<file path="src/rtl/ep0_seq_pkg.sv">
package ep0_seq_pkg;

  typedef enum logic [1:0] {
    ST_IDLE   = 2'd0,
    ST_SETUP  = 2'd1,
    ST_DATA   = 2'd2,
    ST_STATUS = 2'd3
  } stage_e;

  // Strobes from the control FSM to the datapath registers.
  typedef struct packed {
    logic hsAck;
    logic hsStall;
    logic irqSetup;
    logic irqRx;
    logic irqTx;
    logic latchDir;
    logic armStall;
    logic dropStall;
  } seqStrobe_t;

endpackage

</file>
<file path="src/rtl/ep0_seq_ctrl.sv">
module ep0_seq_ctrl
  import ep0_seq_pkg::*;
(
  input  logic       clk,
  input  logic       rstN,
  input  logic       setupTok,
  input  logic       inTok,
  input  logic       outTok,
  input  logic       pktDone,
  input  logic       zeroLen,
  input  logic       stallCmd,
  input  logic       readXfer,
  input  logic       stallPend,
  output seqStrobe_t str,
  output stage_e     stage
);

  stage_e state, nState;
  logic   tokOpen, nOpen;
  logic   tokIsIn, nIsIn;
  logic   doneNow, stallIt;
  logic   tokAny, tokOpposite;

  assign tokAny      = inTok | outTok;
  assign tokOpposite = tokAny && (inTok != readXfer);
  assign stage       = state;

  always_comb begin
    str     = '0;
    nState  = state;
    nOpen   = tokOpen;
    nIsIn   = tokIsIn;
    doneNow = 1'b0;
    stallIt = 1'b0;
    if (setupTok) begin
      nState        = ST_SETUP;
      nOpen         = 1'b0;
      str.dropStall = 1'b1;
    end else begin
      unique case (state)
        ST_IDLE: ;
        ST_SETUP: begin
          if (pktDone) begin
            str.hsAck    = 1'b1;
            str.irqSetup = 1'b1;
            str.latchDir = 1'b1;
            nState       = ST_DATA;
          end
        end
        ST_DATA: begin
          if (tokAny) begin
            nOpen = 1'b1;
            nIsIn = inTok;
            if (tokOpposite) nState = ST_STATUS;
          end else if (pktDone && tokOpen) begin
            doneNow = 1'b1;
            stallIt = stallPend;
          end
        end
        ST_STATUS: begin
          if (tokOpposite) begin
            nOpen = 1'b1;
            nIsIn = inTok;
          end else if (pktDone && tokOpen) begin
            doneNow = 1'b1;
            stallIt = stallPend | ~zeroLen;
            nState  = ST_IDLE;
          end
        end
      endcase
      if (stallCmd && (state == ST_DATA || state == ST_STATUS))
        str.armStall = 1'b1;
    end
    if (doneNow) begin
      nOpen       = 1'b0;
      str.hsStall = stallIt;
      str.hsAck   = ~stallIt;
      str.irqTx   = tokIsIn;
      str.irqRx   = ~tokIsIn;
    end
  end

  always_ff @(posedge clk) begin
    if (!rstN) begin
      state   <= ST_IDLE;
      tokOpen <= 1'b0;
      tokIsIn <= 1'b0;
    end else begin
      state   <= nState;
      tokOpen <= nOpen;
      tokIsIn <= nIsIn;
    end
  end

endmodule

</file>
<file path="src/rtl/ep0_seq_dp.sv">
module ep0_seq_dp
  import ep0_seq_pkg::*;
(
  input  logic       clk,
  input  logic       rstN,
  input  seqStrobe_t str,
  input  logic       dirBit,
  input  logic       clrAck,
  input  logic       clrStall,
  output logic       hsValid,
  output logic       hsStall,
  output logic       setupIrq,
  output logic       rxIrq,
  output logic       txIrq,
  output logic       ackFlag,
  output logic       stallFlag,
  output logic       readXfer,
  output logic       stallPend
);

  always_ff @(posedge clk) begin
    if (!rstN) begin
      hsValid   <= 1'b0;
      hsStall   <= 1'b0;
      setupIrq  <= 1'b0;
      rxIrq     <= 1'b0;
      txIrq     <= 1'b0;
      ackFlag   <= 1'b0;
      stallFlag <= 1'b0;
      readXfer  <= 1'b0;
      stallPend <= 1'b0;
    end else begin
      hsValid  <= str.hsAck | str.hsStall;
      hsStall  <= str.hsStall;
      setupIrq <= str.irqSetup;
      rxIrq    <= str.irqRx;
      txIrq    <= str.irqTx;
      // Flags: a set in the same cycle as a clear wins.
      if (str.hsAck && !str.irqSetup) ackFlag <= 1'b1;
      else if (clrAck)                ackFlag <= 1'b0;
      if (str.hsStall)                stallFlag <= 1'b1;
      else if (clrStall)              stallFlag <= 1'b0;
      if (str.latchDir) readXfer <= dirBit;
      if (str.dropStall)     stallPend <= 1'b0;
      else if (str.armStall) stallPend <= 1'b1;
    end
  end

endmodule

</file>
<file path="src/rtl/ep0_ctrl_seq.sv">
module ep0_ctrl_seq
  import ep0_seq_pkg::*;
#(
  parameter int BYTE_W  = 8,
  parameter int DIR_BIT = 7
) (
  input  logic              clk,
  input  logic              rstN,
  input  logic              setupTok,
  input  logic              inTok,
  input  logic              outTok,
  input  logic              pktDone,
  input  logic              zeroLen,
  input  logic [BYTE_W-1:0] firstByte,
  input  logic              stallCmd,
  input  logic              clrAck,
  input  logic              clrStall,
  output logic              hsValid,
  output logic              hsStall,
  output logic              setupIrq,
  output logic              rxIrq,
  output logic              txIrq,
  output logic              ackFlag,
  output logic              stallFlag,
  output logic [1:0]        stage,
  output logic              readXfer
);

  seqStrobe_t str;
  stage_e     stageQ;
  logic       stallPend;
  logic       unusedCmdBits;

  assign unusedCmdBits = ^firstByte;
  assign stage         = stageQ;

  ep0_seq_ctrl u_ctrl (
    .clk(clk), .rstN(rstN),
    .setupTok(setupTok), .inTok(inTok), .outTok(outTok),
    .pktDone(pktDone), .zeroLen(zeroLen), .stallCmd(stallCmd),
    .readXfer(readXfer), .stallPend(stallPend),
    .str(str), .stage(stageQ)
  );

  ep0_seq_dp u_dp (
    .clk(clk), .rstN(rstN), .str(str),
    .dirBit(firstByte[DIR_BIT]),
    .clrAck(clrAck), .clrStall(clrStall),
    .hsValid(hsValid), .hsStall(hsStall),
    .setupIrq(setupIrq), .rxIrq(rxIrq), .txIrq(txIrq),
    .ackFlag(ackFlag), .stallFlag(stallFlag),
    .readXfer(readXfer), .stallPend(stallPend)
  );

endmodule

</file>
<file path="config.mk">
export PLATFORM = sky130hd
export DESIGN_NAME = ep0_ctrl_seq
export DESIGN_NICKNAME = d
export VERILOG_FILES = /design/src/rtl/ep0_seq_pkg.sv /design/src/rtl/ep0_seq_ctrl.sv /design/src/rtl/ep0_seq_dp.sv /design/src/rtl/ep0_ctrl_seq.sv
export SDC_FILE = /design/constraint.sdc
export NUM_CORES = 1
export LEC_CHECK = 0
export ABC_AREA = 1
export BUFFER_PORTS_ARGS = -buffer_cell sky130_fd_sc_hd__buf_2
export CAP_MARGIN = 20
export CORE_MARGIN = 4
export CORE_UTILIZATION = 44
export CTS_BUF_LIST = sky130_fd_sc_hd__clkbuf_8 sky130_fd_sc_hd__clkbuf_16
export DETAILED_ROUTE_END_ITERATION = 12
export PLACE_DENSITY_LB_ADDON = 0.3
export SETUP_SLACK_MARGIN = 0.05
export SYNTH_ARGS = -nofsm -noshare
export SYNTH_HDL_FRONTEND = slang
export SYNTH_SLANG_ARGS = --single-unit
export TNS_END_PERCENT = 20
</file>
<file path="constraint.sdc">
create_clock -name clk -period 1.3 [get_ports clk]
set_clock_uncertainty 0.15 [all_clocks]
set_input_delay 0.195 -clock clk [delete_from_list [all_inputs] [get_ports clk]]
set_output_delay 0.195 -clock clk [all_outputs]
set_load 0.02 [all_outputs]
</file>
==> results of run 1 <==
[layout make-up]
type,instances,area (um^2)
sequential,13,264
clock buffer,3,41.3
tap,15,18.8
multi-input combinational,53,313
inverter,16,60.1
clock inverter,1,5.00
timing repair buffer,21,110
fill,135,505
[per-stage QoR]
stage | instance area (um^2) | hold WS, ps | cells
6_report | 812 | 15.0 | 122
5_1_grt | 812 | 27.5 | 122
4_1_cts | 791 | 13.4 | 122
3_5_place_dp | 734 | 246 | 117
3_3_place_gp | 734 | 240 | 117
2_1_floorplan | 621 | 124 | 83
[timing repair]
action | CTS | global route
resized for setup | 0 | 8
endpoints found under the hold margin | 1 | 0
endpoints found under the setup margin | 0 | 8
hold buffers | 1 | 0
[critical path: stages (launching register included)]
cell and delay [ps]:
sky130_fd_sc_hd__dfxtp_2 390, sky130_fd_sc_hd__inv_2 70, sky130_fd_sc_hd__nor2_4 100, sky130_fd_sc_hd__nand2_2 80
sky130_fd_sc_hd__nand2_2 110, sky130_fd_sc_hd__nand3_4 90, sky130_fd_sc_hd__o21bai_2 110
[registers in the layout (all words and copies together), names as in the netlist]
signal	flops
u_ctrl.stage	2
u_ctrl.tokIsIn	1
u_ctrl.tokOpen	1
u_dp.ackFlag	1
u_dp.hsStall	1
u_dp.hsValid	1
u_dp.readXfer	1
u_dp.rxIrq	1
u_dp.setupIrq	1
u_dp.stallFlag	1
u_dp.stallPend	1
u_dp.txIrq	1
[report_power, final]
part	switching, W	internal (W)	total [W]
Sequential	0.00000872	0.000408	0.000416
Clock	0.000143	0.000212	0.000354
Combinational	0.0000584	0.0000366	0.0000950
Total	0.000210	0.000656	0.000866
[synth_stat cells, types with 2 or more instances]
| master | count |
|---|---|
| sky130_fd_sc_hd__o21ai_0 | 2 |
| sky130_fd_sc_hd__nand2_2 | 5 |
| sky130_fd_sc_hd__inv_2 | 4 |
| sky130_fd_sc_hd__inv_1 | 12 |
| sky130_fd_sc_hd__nor2_1 | 9 |
| sky130_fd_sc_hd__dfxtp_1 | 13 |
| sky130_fd_sc_hd__nand3_1 | 7 |
| sky130_fd_sc_hd__a21oi_1 | 4 |
| sky130_fd_sc_hd__o21ai_1 | 2 |
| sky130_fd_sc_hd__nand2_1 | 14 |
[cells by family after synthesis]
| group | synth area share |
|---|---|
| and+or+nand+nor | 0.364 |
| buffers and inverters | 0.105 |
| DFF | 0.421 |
| AOI/OAI and AO/OA | 0.109 |
[metal layers]
| metal | wire, um | GRT usage |
|---|---|---|
| met1 | 568 | 0.189 |
| met2 | 695 | 0.265 |
| met3 | 86 | 0.0632 |
| met4 | 6 | 0.0526 |
| met5 | 0 | 0 |
[final timing paths]
check | endpoint | slack [ps]
worst min-delay path | u_dp.stallFlag$_SDFFE_PN0P_ | 20
worst min register to register | u_dp.rxIrq$_SDFF_PN0_ | 270
worst max register to register | u_dp.ackFlag$_SDFFE_PN0P_ | 140
worst max-delay path | u_dp.ackFlag$_SDFFE_PN0P_ | 140
[cell usage in the layout, fill, tap and decap left out]
cell type / Yosys / final
sky130_fd_sc_hd__nor2_4: 1 / 1
sky130_fd_sc_hd__o211ai_1: 1 / 1
sky130_fd_sc_hd__inv_2: 4 / 5
sky130_fd_sc_hd__nor3_1: 1 / 1
sky130_fd_sc_hd__nand3_4: 1 / 2
sky130_fd_sc_hd__a21oi_2: 1 / 1
sky130_fd_sc_hd__and3_4: 1 / 1
sky130_fd_sc_hd__dlygate4sd3_1: 0 / 1
sky130_fd_sc_hd__nand3_2: 1 / 1
sky130_fd_sc_hd__nand2_2: 5 / 6
sky130_fd_sc_hd__buf_2: 0 / 20
sky130_fd_sc_hd__o21bai_2: 1 / 1
sky130_fd_sc_hd__dfxtp_2: 0 / 3
sky130_fd_sc_hd__a21oi_1: 4 / 4
sky130_fd_sc_hd__dfxtp_1: 13 / 10
sky130_fd_sc_hd__o21ai_1: 2 / 3
sky130_fd_sc_hd__o21ai_0: 2 / 1
sky130_fd_sc_hd__nor2_2: 0 / 2
sky130_fd_sc_hd__nand2_4: 1 / 1
sky130_fd_sc_hd__nand2_1: 14 / 13
sky130_fd_sc_hd__nand3_1: 7 / 6
sky130_fd_sc_hd__clkinv_2: 0 / 1
sky130_fd_sc_hd__nand4_1: 1 / 1
sky130_fd_sc_hd__nor2_1: 9 / 7
sky130_fd_sc_hd__inv_1: 12 / 11
sky130_fd_sc_hd__clkbuf_8: 0 / 3
==> flow_summary.toml, run 1 <==
[die]
row_count = 13
die_y_um = 45.5
fp.dieArea_um2 = 2070
num_io_pins = 28
die_x_um = 45.5
core_region_area_um2 = 1320
initial_core_util = 0.469

[clock_tree]
count_of_clock_tree_sinks = 13
cts_buffers = 3
cts_setup_buffers = 0
tritoncts = "built"
clock_path_buffers = 2
clock_latency_ps = 240
clkSlewWorstSetupHoldPaths_ps = 50
clk_root_buffer_cell = "sky130_fd_sc_hd__clkbuf_8"
htree_levels = 1

[drt]
initialDrtViolationCount = 14
detail_route.wirelength_um = 1360
detail_route.drc_violations = 0
via_count = 597
drt_first_pass_iters = 4
vias_per_instance = 4.89
wl_per_cell_um = 11.1
ant_nets = 0

[place]
port_buffers = 20
dp_hpwl_um = 1070
place_congestion = 0.820
dp_slack_ps = 72.6

[worst_setup_path]
worstPathRequired_ps = 1330
setup.worst_path.end_class = "register"
cp_max_fo = 7
timing.reg2reg.worst_path_depth = 6
r2r_startpoint = "u_ctrl.stage[1]$_SDFFE_PP0P_"
setup.worst_path.start_class = "register"
setup.worst_path.class = "register to register"
crit_start = "u_ctrl.stage[1]$_SDFFE_PP0P_"
cp.arrival_ps = 1190

[power]
overall_power_of_the_completed_layout_w = 0.000866
peakVddDrop_mv = 0.928
power.leakage_nw = 0.427
power.density_nw_per_um2 = 1070

[final_layout]
flow.area_growth_from_synthesis_pct = 31.4
fin_util = 0.616
final_nets = 126
antennaDiodeCount = 0
post_route_cells_drive_above_1_share = 0.449

[synthesis]
yosys_warnings = 0
synth_enable_flop_cells = 0
post_synth_main_area_contributors = "sky130_fd_sc_hd__dfxtp_1 (42%), sky130_fd_sc_hd__nand2_1 (8.5%), sky130_fd_sc_hd__inv_1 (7.3%), sky130_fd_sc_hd__nand3_1 (5.7%), sky130_fd_sc_hd__nor2_1 (5.5%)"
netlist_instances = 83
ys_async_sr_fraction = 0
netlist_area_um2 = 618
yosys.area.top_type = "sky130_fd_sc_hd__dfxtp_1"
synth_flop_cell = "sky130_fd_sc_hd__dfxtp_1"
synth-seq-area-share = 0.421
postSynthAreaPerCell_um2 = 7.45
netlist.area_leader.share = 0.421
synth.lib_cells_used.distinct = 21
nets_in_the_synthesized_netlist = 101
postSynthRegisterBits = 13

[grt]
antenna_found_initial = 0
grt_max_degree = 9
grt_pass1_vias = 572
grt_pass1_wl_um = 2420
grt.total_usage = 0.161
grt.overflow.total = 0

[sta]
final.setup.worst_slack_ps = 140
worstMarginPinSlew_ps = 203
finalCritPeriodShare = 0.893
setup_total_neg_slack_ps = 0
final-max-slew-violation-count = 0
finalHoldViolations = 0
maxSlewHeadroom = 0.864
grt_setup_unrepaired = "no"
maxClockFrequency_mhz = 862
fin_crit_ps = 1160
final-setup-viol-count = 0

[worst_hold_path]
hold_depth = 2
hold_class = "primary input to register"
hold_path_startpoint = "clrStall"

[run]
drv_cap = 0

[status]
result_of_the_run = "complete, no violations"
Note: power is estimated with default switching activity, not from simulation.
==> inputs of run 2 (changes only) <==
--- a/config.mk
+++ b/config.mk
@@ -6,12 +6,13 @@
 export NUM_CORES = 1
 export LEC_CHECK = 0
 export ABC_AREA = 1
-export BUFFER_PORTS_ARGS = -buffer_cell sky130_fd_sc_hd__buf_2
+export ABC_CLOCK_PERIOD_IN_PS = 1300
 export CAP_MARGIN = 20
-export CORE_MARGIN = 4
-export CORE_UTILIZATION = 44
+export CORE_AREA = 4 4 41 43
 export CTS_BUF_LIST = sky130_fd_sc_hd__clkbuf_8 sky130_fd_sc_hd__clkbuf_16
 export DETAILED_ROUTE_END_ITERATION = 12
+export DIE_AREA = 0 0 45 47
+export DONT_BUFFER_PORTS = 1
 export PLACE_DENSITY_LB_ADDON = 0.3
 export SETUP_SLACK_MARGIN = 0.05
 export SYNTH_ARGS = -nofsm -noshare
==> run 2 against run 1 <==
Compared with the run above: register-to-register slack is essentially flat; sequential power is essentially flat; count of clock-buffer cells in the layout is the same; die area grew 2.3%; critical path depth grew 1; critical path type unchanged.
==> flow_summary.toml, run 2 (synthesis gave the netlist of run 1 again) <==
[status]
result_of_the_run = "complete, no violations"

[drt]
detail_route.wirelength_um = 1340
ant_nets = 0
via_count = 536
initialDrtViolationCount = 5
vias_per_instance = 4.83
drt_first_pass_iters = 4
detail_route.drc_violations = 0
wl_per_cell_um = 12.1

[grt]
grt.overflow.total = 0
antenna_found_initial = 0
grt.total_usage = 0.139
grt_pass1_wl_um = 2130
grt_max_degree = 8
grt_pass1_vias = 551

[power]
power.density_nw_per_um2 = 1080
peakVddDrop_mv = 0.720
power.leakage_nw = 0.383
overall_power_of_the_completed_layout_w = 0.000857

[sta]
maxClockFrequency_mhz = 861
final.setup.worst_slack_ps = 139
worstMarginPinSlew_ps = 269
fin_crit_ps = 1160
grt_setup_unrepaired = "no"
finalHoldViolations = 0
setup_total_neg_slack_ps = 0
final-max-slew-violation-count = 0
maxSlewHeadroom = 0.820
final-setup-viol-count = 0
finalCritPeriodShare = 0.893

[final_layout]
most-common-layout-cells = "sky130_fd_sc_hd__nand2_1 (14), sky130_fd_sc_hd__inv_1 (13), sky130_fd_sc_hd__dfxtp_1 (10)"
post_route_cells_drive_above_1_share = 0.260
regArea_um2 = 264
multi_input_area_um2 = 310
final_common_cell = "sky130_fd_sc_hd__nand2_1"
post_layout_nonfiller_instances = 111
num-fill-cells = 117
antennaDiodeCount = 0
flow.area_growth_from_synthesis_pct = 27.9
final_nets = 115
largest_reg_flops = 2

[clock_tree]
clock_latency_ps = 240
cts_buffers = 3
clock_path_buffers = 2
htree_levels = 1
clk_root_buffer_cell = "sky130_fd_sc_hd__clkbuf_8"
cts_setup_buffers = 0
clkSlewWorstSetupHoldPaths_ps = 50
tritoncts = "built"
count_of_clock_tree_sinks = 13

[worst_setup_path]
worstPathRequired_ps = 1270
setup.worst_path.class = "register to register"
cp.arrival_ps = 1140
setup.worst_path.end_class = "register"
setup.worst_path.start_class = "register"
cp_max_fo = 6

[place]
dp_slack_ps = 105
port_buffers = 0
dp_hpwl_um = 1010
place_congestion = 0.866
placed_cells_incl_taps = 100

[die]
die_x_um = 45
initial_core_util = 0.475
core_region_area_um2 = 1300
row_count = 13
die_y_um = 47
num_io_pins = 28
fp.dieArea_um2 = 2120

[worst_hold_path]
hold_class = "primary input to register"

[run]
drv_cap = 0
## run 2: cell types whose count changed in the layout (fill, tap and decap cells not counted), moves of 2 or more
| cell | delta |
|---|---|
| sky130_fd_sc_hd__nand2_2 | -3 |
| sky130_fd_sc_hd__nor2_2 | -2 |
| sky130_fd_sc_hd__buf_2 | -20 |
| sky130_fd_sc_hd__buf_4 | +3 |
| sky130_fd_sc_hd__dlygate4sd3_1 | +6 |
| sky130_fd_sc_hd__inv_1 | +2 |
| sky130_fd_sc_hd__nor2_1 | +2 |
| sky130_fd_sc_hd__nand2_4 | +2 |
## run 2: per-stage QoR
step | hold slack [ps] | util | area [um^2]
2_1_floorplan | 124 | - | 621
3_3_place_gp | 127 | 0.505 | 657
3_5_place_dp | 129 | 0.505 | 657
4_1_cts | 1.54 | 0.593 | 772
5_1_grt | 2.88 | 0.608 | 791
6_report | 4.42 | 0.608 | 791
## run 2: what timing repair did
action                                 CTS  global route
gates resized for setup                  0             4
setup endpoints to repair                0             5
endpoints found under the hold margin   11             0
hold buffers                             7             0
## run 2: path summary, 6_finish.rpt
check	startpoint	end	slack, ps	depth (start not counted)
setup / recovery	u_dp.readXfer$_SDFFE_PN0N_	u_dp.hsValid$_SDFF_PN0_	140	7
hold / removal	setupTok	u_ctrl.stage[0]$_SDFFE_PN0P_	4	2
setup reg to reg	u_dp.readXfer$_SDFFE_PN0N_	u_dp.hsValid$_SDFF_PN0_	140	7
hold reg to reg	u_ctrl.tokIsIn$_SDFFE_PN0P_	u_dp.rxIrq$_SDFF_PN0_	260	1
## run 2: layout make-up
type | count | share of cell area
inverter | 16 | 0.0759
clock inverter | 1 | 0.00475
multi-input combinational | 53 | 0.392
timing repair buffer | 10 | 0.117
clock buffer | 3 | 0.0522
tap | 15 | 0.0237
sequential | 13 | 0.334
## run 2: critical path, stage by stage (launching register included)
cell,delay (ps)
sky130_fd_sc_hd__dfxtp_2,340
sky130_fd_sc_hd__inv_1,70
sky130_fd_sc_hd__nand2_2,70
sky130_fd_sc_hd__nand3_4,100
sky130_fd_sc_hd__nand2_4,100
sky130_fd_sc_hd__nand2_4,50
sky130_fd_sc_hd__nand3_4,70
sky130_fd_sc_hd__o21ai_0,80
## run 2: per-layer routing
layer / track usage / share of wire / wire (um) / vias up
li1: - / - / - / 286
met1: 0.162 / 0.46 / 614 / 234
met2: 0.240 / 0.48 / 639 / 16
met3: 0.0536 / 0.063 / 85 / 0
met4: 0.0351 / 0 / 0 / 0
met5: 0 / 0 / 0 / -
## run 2: power by group
part           leakage (nW)  total (W)  switching (W)  internal (W)
clock                0.0269   0.000348       0.000139      0.000208
sequential            0.106   0.000417     0.00000993      0.000408
combinational         0.249  0.0000920      0.0000521     0.0000399
==> inputs of run 3 (changes only) <==
--- a/config.mk
+++ b/config.mk
@@ -8,10 +8,10 @@
 export ABC_AREA = 1
 export ABC_CLOCK_PERIOD_IN_PS = 1300
 export CAP_MARGIN = 20
-export CORE_AREA = 4 4 41 43
+export CORE_MARGIN = 4
+export CORE_UTILIZATION = 35
 export CTS_BUF_LIST = sky130_fd_sc_hd__clkbuf_8 sky130_fd_sc_hd__clkbuf_16
 export DETAILED_ROUTE_END_ITERATION = 12
-export DIE_AREA = 0 0 45 47
 export DONT_BUFFER_PORTS = 1
 export PLACE_DENSITY_LB_ADDON = 0.3
 export SETUP_SLACK_MARGIN = 0.05
==> run 3 against run 2 <==
Compared with the run above: core utilization is 9.6 points lower; critical endpoint unchanged; total power is 1.6% higher; clock power grew 3%.
==> flow_summary.toml, run 3 (synthesis gave the netlist of run 1 again) <==
[status]
result_of_the_run = "complete, no violations"

[final_layout]
post_route_cells_drive_above_1_share = 0.286
fin_util = 0.512
flow.area_growth_from_synthesis_pct = 32.0
antennaDiodeCount = 0
most-common-layout-cells = "sky130_fd_sc_hd__inv_1 (13), sky130_fd_sc_hd__nand2_1 (13), sky130_fd_sc_hd__dfxtp_1 (10)"
num-fill-cells = 170
largest_reg_flops = 2
multi_input_area_um2 = 304
final_nets = 117
regArea_um2 = 264

[grt]
grt_pass1_vias = 593
grt.overflow.total = 0
antenna_found_initial = 0
grt.total_usage = 0.132
grt_pass1_wl_um = 2500
grt_max_degree = 8

[worst_hold_path]
hold_class = "primary input to register"

[worst_setup_path]
slowest_stage = "sky130_fd_sc_hd__dfxtp_2"
cp.arrival_ps = 1170
crit_path_cell_trace = "inv_1, nand2_2, nand3_4, nand2_2, nand2_2, nand3_2, o21ai_0"
setup.worst_path.end_class = "register"
setup.worst_path.start_class = "register"
setup.worst_path.class = "register to register"
worstPathRequired_ps = 1270
critical-path-top-cell-by-count = "sky130_fd_sc_hd__nand2_2"
critical_path_buf_inv_count = 1
cp_max_fo = 6
worst_path_dominant_cell_family = "simple AND/OR/NAND/NOR gates"
slowest_delay_ps = 340

[sta]
fin_crit_ps = 1200
finalCritPeriodShare = 0.923
final.setup.worst_slack_ps = 101
grt_setup_unrepaired = "yes"
final-setup-viol-count = 0
maxClockFrequency_mhz = 834
final-max-slew-violation-count = 0
worstMarginPinSlew_ps = 263
finalHoldViolations = 0
maxSlewHeadroom = 0.824
setup_total_neg_slack_ps = 0

[run]
drv_cap = 0

[drt]
ant_nets = 0
via_count = 568
wl_per_cell_um = 12.1
initialDrtViolationCount = 6
detail_route.wirelength_um = 1470
vias_per_instance = 4.66
detail_route.drc_violations = 0
drt_first_pass_iters = 4

[clock_tree]
tritoncts = "built"
htree_levels = 1
clk_root_buffer_cell = "sky130_fd_sc_hd__clkbuf_8"
cts_buffers = 3
clock_latency_ps = 250
clkSlewWorstSetupHoldPaths_ps = 60
cts_setup_buffers = 0
count_of_clock_tree_sinks = 13
clock_path_buffers = 2

[power]
seqPwrFrac = 0.480
netSwitchingFraction = 0.242
peakVddDrop_mv = 0.730
share_comb_of_total_power = 0.111
power.density_nw_per_um2 = 1070
power.leakage_nw = 0.385
internal_power_w = 0.000661
power_frac_clock = 0.409
power_switching_w = 0.000210

[die]
die_y_um = 50.0
initial_core_util = 0.388
num_io_pins = 28
row_count = 14
fp.dieArea_um2 = 2500
core_region_area_um2 = 1590
die_x_um = 50.0

[place]
dp_slack_ps = 107
dp_hpwl_um = 1020
place_congestion = 0.782
port_buffers = 0
run 3: cell count changes in the layout (fill, tap and decap cells not counted):
cell,previous run,this run
sky130_fd_sc_hd__a21oi_1,4,3
sky130_fd_sc_hd__a21oi_2,1,2
sky130_fd_sc_hd__dlygate4sd3_1,7,9
sky130_fd_sc_hd__nand2_1,14,13
sky130_fd_sc_hd__nand2_2,3,6
sky130_fd_sc_hd__nand2_4,3,1
sky130_fd_sc_hd__nand3_1,7,6
sky130_fd_sc_hd__nand3_2,0,2
sky130_fd_sc_hd__nand3_4,2,1
sky130_fd_sc_hd__o21ai_0,2,1
sky130_fd_sc_hd__o21ai_1,2,3
run 3: path summary, 6_finish.rpt:
| kind | startpoint | to | slack [ps] | cells past startpoint |
|---|---|---|---|---|
| setup / recovery | u_dp.readXfer$_SDFFE_PN0N_ | u_dp.hsValid$_SDFF_PN0_ | 100 | 7 |
| hold / removal | setupTok | u_dp.setupIrq$_SDFF_PN0_ | 7 | 3 |
| setup reg to reg | u_dp.readXfer$_SDFFE_PN0N_ | u_dp.hsValid$_SDFF_PN0_ | 100 | 7 |
| hold reg to reg | u_ctrl.tokIsIn$_SDFFE_PN0P_ | u_dp.rxIrq$_SDFF_PN0_ | 270 | 1 |
run 3: final cells by class:
cell class	instances	share of cell area
Inverter	16	0.0736
Clock inverter	1	0.00460
Timing Repair Buffer	12	0.138
Clock buffer	3	0.0506
Sequential cell	13	0.324
Multi-Input combinational cell	53	0.373
Tap cell	24	0.0368
run 3: worst register-to-register path: stages, from the launching register on:
cell and delay (ps):
sky130_fd_sc_hd__dfxtp_2 340, sky130_fd_sc_hd__inv_1 60, sky130_fd_sc_hd__nand2_2 80, sky130_fd_sc_hd__nand3_4 100, sky130_fd_sc_hd__nand2_2 90, sky130_fd_sc_hd__nand2_2 60
sky130_fd_sc_hd__nand3_2 100, sky130_fd_sc_hd__o21ai_0 100
run 3: routing by layer:
| layer | vias to the layer above | part of all wire | wire [um] | global-route usage |
|---|---|---|---|---|
| met5 | - | 0 | 0 | 0 |
| met4 | 0 | 0.024 | 35 | 0.0691 |
| met3 | 4 | 0.063 | 92 | 0.0512 |
| met2 | 14 | 0.50 | 740 | 0.217 |
| met1 | 256 | 0.41 | 603 | 0.145 |
| li1 | 294 | - | - | - |
run 3: repair_timing:
action                                  in CTS  in global routing
hold endpoints to repair                    11                  0
gates resized for setup                      0                  5
endpoints found under the setup margin       0                  5
hold buffers                                 9                  0
run 3: power groups by stage:
stage / registers, W / clock network (W) / logic (W)
global placement: 0.000425 / 0 / 0.0000689
detailed placement: 0.000425 / 0 / 0.0000697
global route: 0.000418 / 0.000393 / 0.000106
CTS: 0.000417 / 0.000367 / 0.0000939
finish: 0.000418 / 0.000357 / 0.0000967
floorplan: 0.000431 / 0 / 0.0000499
run 3: metrics by stage:
stage	cells	cell area (um^2)	hold slack, ps	power (W)
CTS	122	803	3.63	0.000878
global placement	109	668	128	0.000494
floorplan	83	621	124	0.000481
detailed placement	109	668	132	0.000495
global route	122	816	10.8	0.000918
finish	122	816	7.43	0.000871
